<file path="config.mk">
export PLATFORM = sky130hd
export DESIGN_NAME = cart_bank_mapper
export DESIGN_NICKNAME = d
export VERILOG_FILES = /design/src/rtl/cart_map_pkg.sv /design/src/rtl/bank_window_decode.sv /design/src/rtl/bank_page_reg.sv /design/src/rtl/rom_addr_mux.sv /design/src/rtl/cart_bank_mapper.sv
export SDC_FILE = /design/constraint.sdc
export NUM_CORES = 1
export LEC_CHECK = 0
export BUFFER_PORTS_ARGS = -buffer_cell sky130_fd_sc_hd__buf_2
export CORE_AREA = 2 2 39 41
export CTS_CLUSTER_DIAMETER = 120
export CTS_CLUSTER_SIZE = 20
export DETAILED_ROUTE_END_ITERATION = 8
export DIE_AREA = 0 0 41 43
export GPL_TIMING_DRIVEN = 0
export PLACE_DENSITY_LB_ADDON = 0.25
export SYNTH_ARGS = -nofsm -noshare
export SYNTH_HDL_FRONTEND = slang
export SYNTH_SLANG_ARGS = --single-unit
</file>
<file path="constraint.sdc">
create_clock -name clk -period 1.26 [get_ports clk]
set_input_delay 0.063 -clock clk [delete_from_list [all_inputs] [get_ports clk]]
set_output_delay 0.063 -clock clk [all_outputs]
set_load 0.005 [all_outputs]
</file>
<file path="src/rtl/cart_map_pkg.sv">
package cart_map_pkg;
  localparam int OFFSET_BITS = 14;
  localparam int CPU_AW      = 16;
  localparam int SEL_HI_BITS = CPU_AW - 6;
  localparam logic [SEL_HI_BITS-1:0] SEL_PREFIX = '1;

  typedef enum logic [1:0] {
    WIN_NONE   = 2'd0,
    WIN_FIXED  = 2'd1,
    WIN_BANKED = 2'd2
  } window_e;
endpackage

</file>
<file path="src/rtl/bank_window_decode.sv">
module bank_window_decode
  import cart_map_pkg::*;
(
  input  logic                       acc_en,
  input  logic                       acc_wr,
  input  logic [CPU_AW-1:6]          addr_hi,
  output window_e                    win,
  output logic                       sel_load
);
  always_comb begin
    if (!acc_en || !addr_hi[CPU_AW-1]) win = WIN_NONE;
    else if (addr_hi[CPU_AW-2])        win = WIN_BANKED;
    else                               win = WIN_FIXED;
  end

  assign sel_load = acc_en && !acc_wr && (addr_hi == SEL_PREFIX);
endmodule

</file>
<file path="src/rtl/bank_page_reg.sv">
module bank_page_reg #(
  parameter int PAGES = 64,
  localparam int PB = $clog2(PAGES)
) (
  input  logic          clk,
  input  logic          rst_n,
  input  logic          load,
  input  logic [PB-1:0] idx,
  output logic [PB-1:0] bank
);
  localparam logic [PB-1:0] LAST_PAGE = PB'(PAGES - 1);

  always_ff @(posedge clk or negedge rst_n) begin
    if (!rst_n)    bank <= LAST_PAGE;
    else if (load) bank <= idx;
  end

  assert_load_R3: assert property (@(posedge clk) disable iff (!rst_n)
    load |=> bank == $past(idx));

  assert_hold_R5: assert property (@(posedge clk) disable iff (!rst_n)
    !load |=> $stable(bank));

  assert_reset_R6: assert property (@(posedge clk) disable iff (!rst_n)
    $rose(rst_n) |-> bank == LAST_PAGE);
endmodule

</file>
<file path="src/rtl/rom_addr_mux.sv">
module rom_addr_mux
  import cart_map_pkg::*;
#(
  parameter int PAGES = 64,
  localparam int PB = $clog2(PAGES),
  localparam int AW = OFFSET_BITS + PB
) (
  input  window_e                win,
  input  logic [PB-1:0]          bank,
  input  logic [OFFSET_BITS-1:0] offset,
  output logic [AW-1:0]          rom_addr,
  output logic                   rom_ce
);
  localparam logic [PB-1:0] LAST_PAGE = PB'(PAGES - 1);
  logic [PB-1:0] page;

  assign page     = (win == WIN_BANKED) ? bank : LAST_PAGE;
  assign rom_addr = {page, offset};
  assign rom_ce   = (win != WIN_NONE);
endmodule

</file>
<file path="src/rtl/cart_bank_mapper.sv">
module cart_bank_mapper
  import cart_map_pkg::*;
#(
  parameter int PAGES = 64
) (
  input  logic                                clk,
  input  logic                                rst_n,
  input  logic                                cpu_en,
  input  logic                                cpu_wr,
  input  logic [15:0]                         cpu_addr,
  output logic [OFFSET_BITS+$clog2(PAGES)-1:0] rom_addr,
  output logic                                rom_ce
);
  localparam int PB = $clog2(PAGES);
  localparam int AW = OFFSET_BITS + PB;
  localparam logic [PB-1:0] LAST_PAGE = PB'(PAGES - 1);

  window_e       win;
  logic          sel_load;
  logic [PB-1:0] bank;

  bank_window_decode u_dec (
    .acc_en  (cpu_en),
    .acc_wr  (cpu_wr),
    .addr_hi (cpu_addr[15:6]),
    .win     (win),
    .sel_load(sel_load)
  );

  bank_page_reg #(.PAGES(PAGES)) u_bank (
    .clk  (clk),
    .rst_n(rst_n),
    .load (sel_load),
    .idx  (cpu_addr[PB-1:0]),
    .bank (bank)
  );

  rom_addr_mux #(.PAGES(PAGES)) u_mux (
    .win     (win),
    .bank    (bank),
    .offset  (cpu_addr[OFFSET_BITS-1:0]),
    .rom_addr(rom_addr),
    .rom_ce  (rom_ce)
  );

  assert_fixed_R1: assert property (@(posedge clk) disable iff (!rst_n)
    (cpu_en && cpu_addr[15:14] == 2'b10) |-> rom_addr[AW-1:OFFSET_BITS] == LAST_PAGE);

  assert_old_bank_R4: assert property (@(posedge clk) disable iff (!rst_n)
    (cpu_en && !cpu_wr && cpu_addr[15:6] == 10'h3FF) |-> rom_addr[AW-1:OFFSET_BITS] == bank);

  assert_low_no_ce_R7: assert property (@(posedge clk) disable iff (!rst_n)
    !cpu_addr[15] |-> !rom_ce);
endmodule

</file>
==> out/results.txt, run 1 <==
Slew @ Worst Pin = 0.452 ns
Area leader, netlist = dfstp_2
Crit Path Max Fanout = 2
Row cnt = 14
Worst path arrival time = 1.00 ns
Storage element area = 158 um^2
EDFF count, synth = 0
CTS max path bufs = 2
Starting DRT DRC Count = 0
Top post-synthesis cells by area = dfstp_2 37%, buf_4 24%, mux2_2 16%
Setup Skew = 0 ns
CP Launch Type = register
CTS resizes = 0
IO Pins = 41
Pin count of the biggest net entering global routing = 8
Max FFs per register = 6
GRT Util Overall = 0.0942
Fmax = 0.941 GHz
Most frequent cell after synthesis = buf_4
# DRC = 0
Switching part of the total = 0.208
Synth warnings = 0
Clock slew at reported path FFs = 0.04 ns
Total CTS buffers = 3
Fin util = 0.495
Synth top cells by count = 14 x buf_4, 6 x dfstp_2, 6 x mux2_2, 6 x or2_2
Vias in the first global route = 322
Core ar. = 1380 um^2
Worst rel slew slack = 0.696
Leading register cell type out of synthesis = dfstp_2
Endpoint class of the critical path = primary output
Worst skew pair latency = 0.23 ns
Initial antenna violation count = 0
PD cells = 708 nW/um^2
Netlist Area Pre-Place = 432 um^2
Max capacitance violation total = 0
Yosys top cell area share = 0.365
VDD IR max = 0.785 mV
Port bufs = 40
Fraction of registers with async set or reset after synthesis = 1.00
Area of the multi-input gates = 169 um^2
Final Cycle Share = 0.844
Routed WL per cell = 8.23 um
Initial DRT Pass Iterations = 1
Initial Utilization = 0.312
Proportion of layout cells with a drive suffix above 1 = 0.951
Clk sink count = 6
CTS tree = built
Yosys reg bits = 6
Dpl ws = -0.0569 ns
GPL Wtd Cong = 0.601
LEAKAGE = 0.362 nW
Critical path class = register to primary output
Diode count = 0
Die area = 1760 um^2
Biggest regs = u_bank.bank: 6 flops
Post-DR vias/cell = 4.08
Critical Path RT = 1.20 ns
Die W = 41 um
Syn Inst Count = 38
Clk pwr share = 0.335
Syn avg cell area = 11.4 um^2
H-tree levels = 1
Power Internal = 0.000384 W
Setup-failing EPs final = 0
Nets@finish = 104
Hold WC Path Type = primary input to register
Reg power frac = 0.407
Share of power burned in combinational logic = 0.258
First-pass GRT wire length = 1.12 mm
Reg with most FFs = u_bank.bank
Pwr Total = 0.000485 W
Switch Pwr = 0.000101 W
Clock root buffer = clkbuf_4
Worst setup margin = 0.197 ns
Yosys cell types = 10
Syn Nets = 58
Antenna Nets Post-Route = 0
P&R area growth vs syn = 58.6%
DP HPWL = 720 um
Routed via count = 400
Minimum clock period = 1.06 ns
Post-CTS setup buffers = 0
Sequential area share after synthesis = 0.365
Outcome = finished, final reports clean
Global route overflow = 0
Routed WL = 807 um
RSZ-0062 raised after global routing = no
Fill count = 134
Max Slew Vio Count = 0
Final hold violation count = 0
Die H = 43 um
## power by group through the flow
stage	combinational, W	clock [W]	sequential, W
after CTS	0.000127	0.000175	0.000197
final	0.000125	0.000162	0.000198
after floorplan	0.0000549	0	0.000199
after global routing	0.000141	0.000184	0.000197
after global placement	0.000124	0	0.000200
after detailed placement	0.000125	0	0.000200
## cells by family (layout without fill, tap and decap cells)
logic type | Yosys count | in the layout | synth area share
AND/OR/NAND/NOR | 12 | 12 | 0.235
multiplexers | 6 | 6 | 0.157
buffers and inverters | 14 | 58 | 0.243
flip-flops | 6 | 6 | 0.365
## layout by cell type (no fill, tap or decap)
master and instances:
clkbuf_4 3, dlygate4sd3_1 1, nand3_4 1, buf_2 40
nor4_4 1, nand3_1 1, mux2_2 6, buf_4 14
nand2_1 1, nand4b_1 1, dfstp_2 6, and2_2 1
or2_2 6
## stage by stage
stage / instances / area, um^2 / hold slack (ns) / TNS, ns
after floorplan: 38 / 432 / -0.0848 / 0
after CTS: 98 / 684 / 0.0710 / 0
after detailed placement: 94 / 652 / 0.0876 / -0.311
after global placement: 94 / 652 / 0.0922 / -0.297
final: 98 / 684 / 0.0800 / 0
after global routing: 98 / 684 / 0.0736 / 0
## area by class of cell
type                    instances  area share
flip-flops and latches          6       0.230
clock buffers                   3      0.0329
plain buffers                  14       0.154
well taps                      16      0.0293
multi-input cells              18       0.247
repair buffers                 41       0.307
## per-layer routing
metal  GRT usage  wire (um)  share of wire
met1      0.0960        314           0.39
met2       0.163        383           0.47
met3      0.0471        108           0.13
met4      0.0200          0              0
met5           0          0              0
## critical path, cell delays in order (launching register included)
cell and delay [ns]:
dfstp_2 0.36, or2_2 0.29, buf_2 0.13
## repair_timing
action | in CTS | in global routing
hold buffers | 1 | 0
endpoints found under the setup margin | 0 | 0
endpoints found under the hold margin | 6 | 0
## final timing paths
path | start | slack [ns] | to | cells past startpoint
hold / removal | cpu_addr[0] | 0.08 | u_bank.bank[0] | 2
min in group asynchronous | rst_n | 0.37 | u_bank.bank[0] | 2
setup / recovery | u_bank.bank[3] | 0.20 | rom_addr[17] | 2
max in group asynchronous | rst_n | 0.86 | u_bank.bank[3] | 2
hold reg to reg | u_bank.bank[3] | 0.61 | u_bank.bank[3] | 1
setup reg to reg | u_bank.bank[5] | 0.55 | u_bank.bank[5] | 1
(Power assumes the default switching activity.)
==> inputs of run 2 (changes only) <==
--- a/config.mk
+++ b/config.mk
@@ -6,11 +6,11 @@
 export NUM_CORES = 1
 export LEC_CHECK = 0
 export BUFFER_PORTS_ARGS = -buffer_cell sky130_fd_sc_hd__buf_2
-export CORE_AREA = 2 2 39 41
+export CORE_MARGIN = 1.5
+export CORE_UTILIZATION = 31
 export CTS_CLUSTER_DIAMETER = 120
 export CTS_CLUSTER_SIZE = 20
 export DETAILED_ROUTE_END_ITERATION = 8
-export DIE_AREA = 0 0 41 43
 export GPL_TIMING_DRIVEN = 0
 export PLACE_DENSITY_LB_ADDON = 0.25
 export SYNTH_ARGS = -nofsm -noshare
==> constraint.sdc (replaced) <==
create_clock -name clk -period 0.9 [get_ports clk]
set_input_delay 0.045 -clock clk [delete_from_list [all_inputs] [get_ports clk]]
set_output_delay 0.045 -clock clk [all_outputs]
set_load 0.005 [all_outputs]
==> run 2 against run 1 <==
Compared with the run above: the run now ends with negative setup slack left; combinational power increased by 72%; routed wire length is 32% higher; sequential share of layout area decreased by 3.6 points; final cell count up 5.1%; total power grew 51%; non-clock buffer count increased by 6; global-route usage increased by 4.8 points; clock skew stayed put.
==> out/results.txt, run 2 (synthesis gave the netlist of run 1 again) <==
Outcome = finished, violations left
Failing checks = negative setup slack
Die W = 40.3 um
Antenna Nets Post-Route = 0
Critical path class = register to primary output
Worst rel slew slack = 0.863
Total CTS buffers = 3
Hold Slack = 0.0495 ns
Max capacitance violation total = 0
Reg with most FFs = u_bank.bank
Routed via count = 437
Fill count = 110
Top layer in use = met4
Routed WL = 1.06 mm
Initial Utilization = 0.332
Critical Path RT = 0.85 ns
Starting DRT DRC Count = 0
Final Cycle Share = 1.11
Minimum clock period = 1.00 ns
DP HPWL = 757 um
Fmax = 0.999 GHz
P&R area growth vs syn = 87.5%
Initial antenna violation count = 0
Slew @ Worst Pin = 0.204 ns
Met1 Routed Length = 379 um
Commonest non-fill, non-tap cell in the layout = buf_2
Post-DR vias/cell = 4.24
DP Area = 651 um^2
Clock slew at reported path FFs = 0.04 ns
Metal3 WL = 134 um
VDD IR max = 0.954 mV
Diode count = 0
CP Launch Type = register
Routed WL per cell = 10.3 um
Hold WC Path Type = primary input to register
Initial DRT Pass Iterations = 1
Worst path arrival time = 0.96 ns
Nets@finish = 110
IO Pins = 41
Max Slew Vio Count = 0
CP max stage cell = dfstp_2
Crit Path Max Fanout = 2
Proportion of layout cells with a drive suffix above 1 = 0.955
Core ar. = 1300 um^2
GRT Util Overall = 0.143
GPL Wtd Cong = 0.587
Final non-filler cell area = 810 um^2
WL met2 = 542 um
# placed instances = 93
Final hold violation count = 0
Die area = 1630 um^2
Worst-path cell chain = or2_4, buf_6
RSZ-0062 raised after global routing = yes
Area of the multi-input gates = 203 um^2
Max stage delay on crit path = 0.52 ns
PD cells = 904 nW/um^2
# DRC = 0
Setup Skew = 0 ns
First-pass GRT wire length = 1.48 mm
Clk sink count = 6
Worst skew pair latency = 0.24 ns
Endpoint class of the critical path = primary output
Max FFs per register = 6
Global route overflow = 0
Storage element area = 158 um^2
H-tree levels = 1
CTS tree = built
Row cnt = 13
Final non-filler cell total = 103
Pin count of the biggest net entering global routing = 8
Setup-failing EPs final = 6
Vias in the first global route = 349
Clock root buffer = clkbuf_4
Pwr Total = 0.000732 W
CTS max path bufs = 2
Most frequent cells in the layout = 33 x buf_2, 19 x buf_4, 8 x buf_6
Port bufs = 40
Biggest regs = u_bank.bank: 6 flops
Worst setup margin = -0.101 ns
CP delay by family, top = flip-flops
Worst path bufs/invs = 1
Dpl ws = -0.346 ns
LEAKAGE = 0.421 nW
Die H = 40.3 um
[run 2: layout make-up]
| type | instances | area share |
|---|---|---|
| plain buffers | 14 | 0.130 |
| clock buffers | 3 | 0.0278 |
| multi-input cells | 18 | 0.250 |
| flip-flops and latches | 6 | 0.195 |
| well taps | 15 | 0.0232 |
| repair buffers | 47 | 0.374 |
[run 2: through the flow]
stage / util / setup TNS, ns
2_1_floorplan: - / -0.572
3_3_place_gp: 0.500 / -1.99
3_5_place_dp: 0.500 / -2.06
4_1_cts: 0.588 / -1.04
5_1_grt: 0.622 / -0.840
6_report: 0.622 / -0.567
[run 2: path summary, 6_finish.rpt]
path | start | endpoint | slack [ns] | depth (start not counted)
worst max-delay path | u_bank.bank[2] | rom_addr[16] | -0.10 | 2
worst max register to register | u_bank.bank[3] | u_bank.bank[3] | 0.08 | 2
worst min register to register | u_bank.bank[0] | u_bank.bank[0] | 0.62 | 1
min in group asynchronous | rst_n | u_bank.bank[2] | 0.35 | 2
max in group asynchronous | rst_n | u_bank.bank[0] | 0.52 | 2
worst min-delay path | cpu_addr[1] | u_bank.bank[1] | 0.05 | 2
[run 2: where the power goes]
group          leakage, nW  switching, W  total, W  internal (W)
Clock               0.0138     0.0000893  0.000240      0.000150
Sequential          0.0619    0.00000116  0.000277      0.000276
Combinational        0.346     0.0000719  0.000215      0.000143
[run 2: repair_timing]
action | 4_1_cts | 5_1_grt
hold buffers | 1 | 0
setup endpoints to repair | 12 | 12
endpoints found under the hold margin | 6 | 0
pin swaps | 5 | 4
gates cloned | 0 | 0
gates resized for setup | 17 | 2
setup buffers | 1 | 5
[run 2: layer usage]
| layer | GRT usage | up-vias |
|---|---|---|
| met5 | 0 | - |
| met4 | 0.0500 | 0 |
| met3 | 0.0722 | 2 |
| met2 | 0.242 | 27 |
| met1 | 0.151 | 195 |
| li1 | - | 213 |
[run 2: worst reg2reg max path, delay by kind of cell, from the launching register on]
kind	cells	cell delay (ns)
muxes	1	0.26
buffers and inverters	1	0.12
DFF	1	0.36
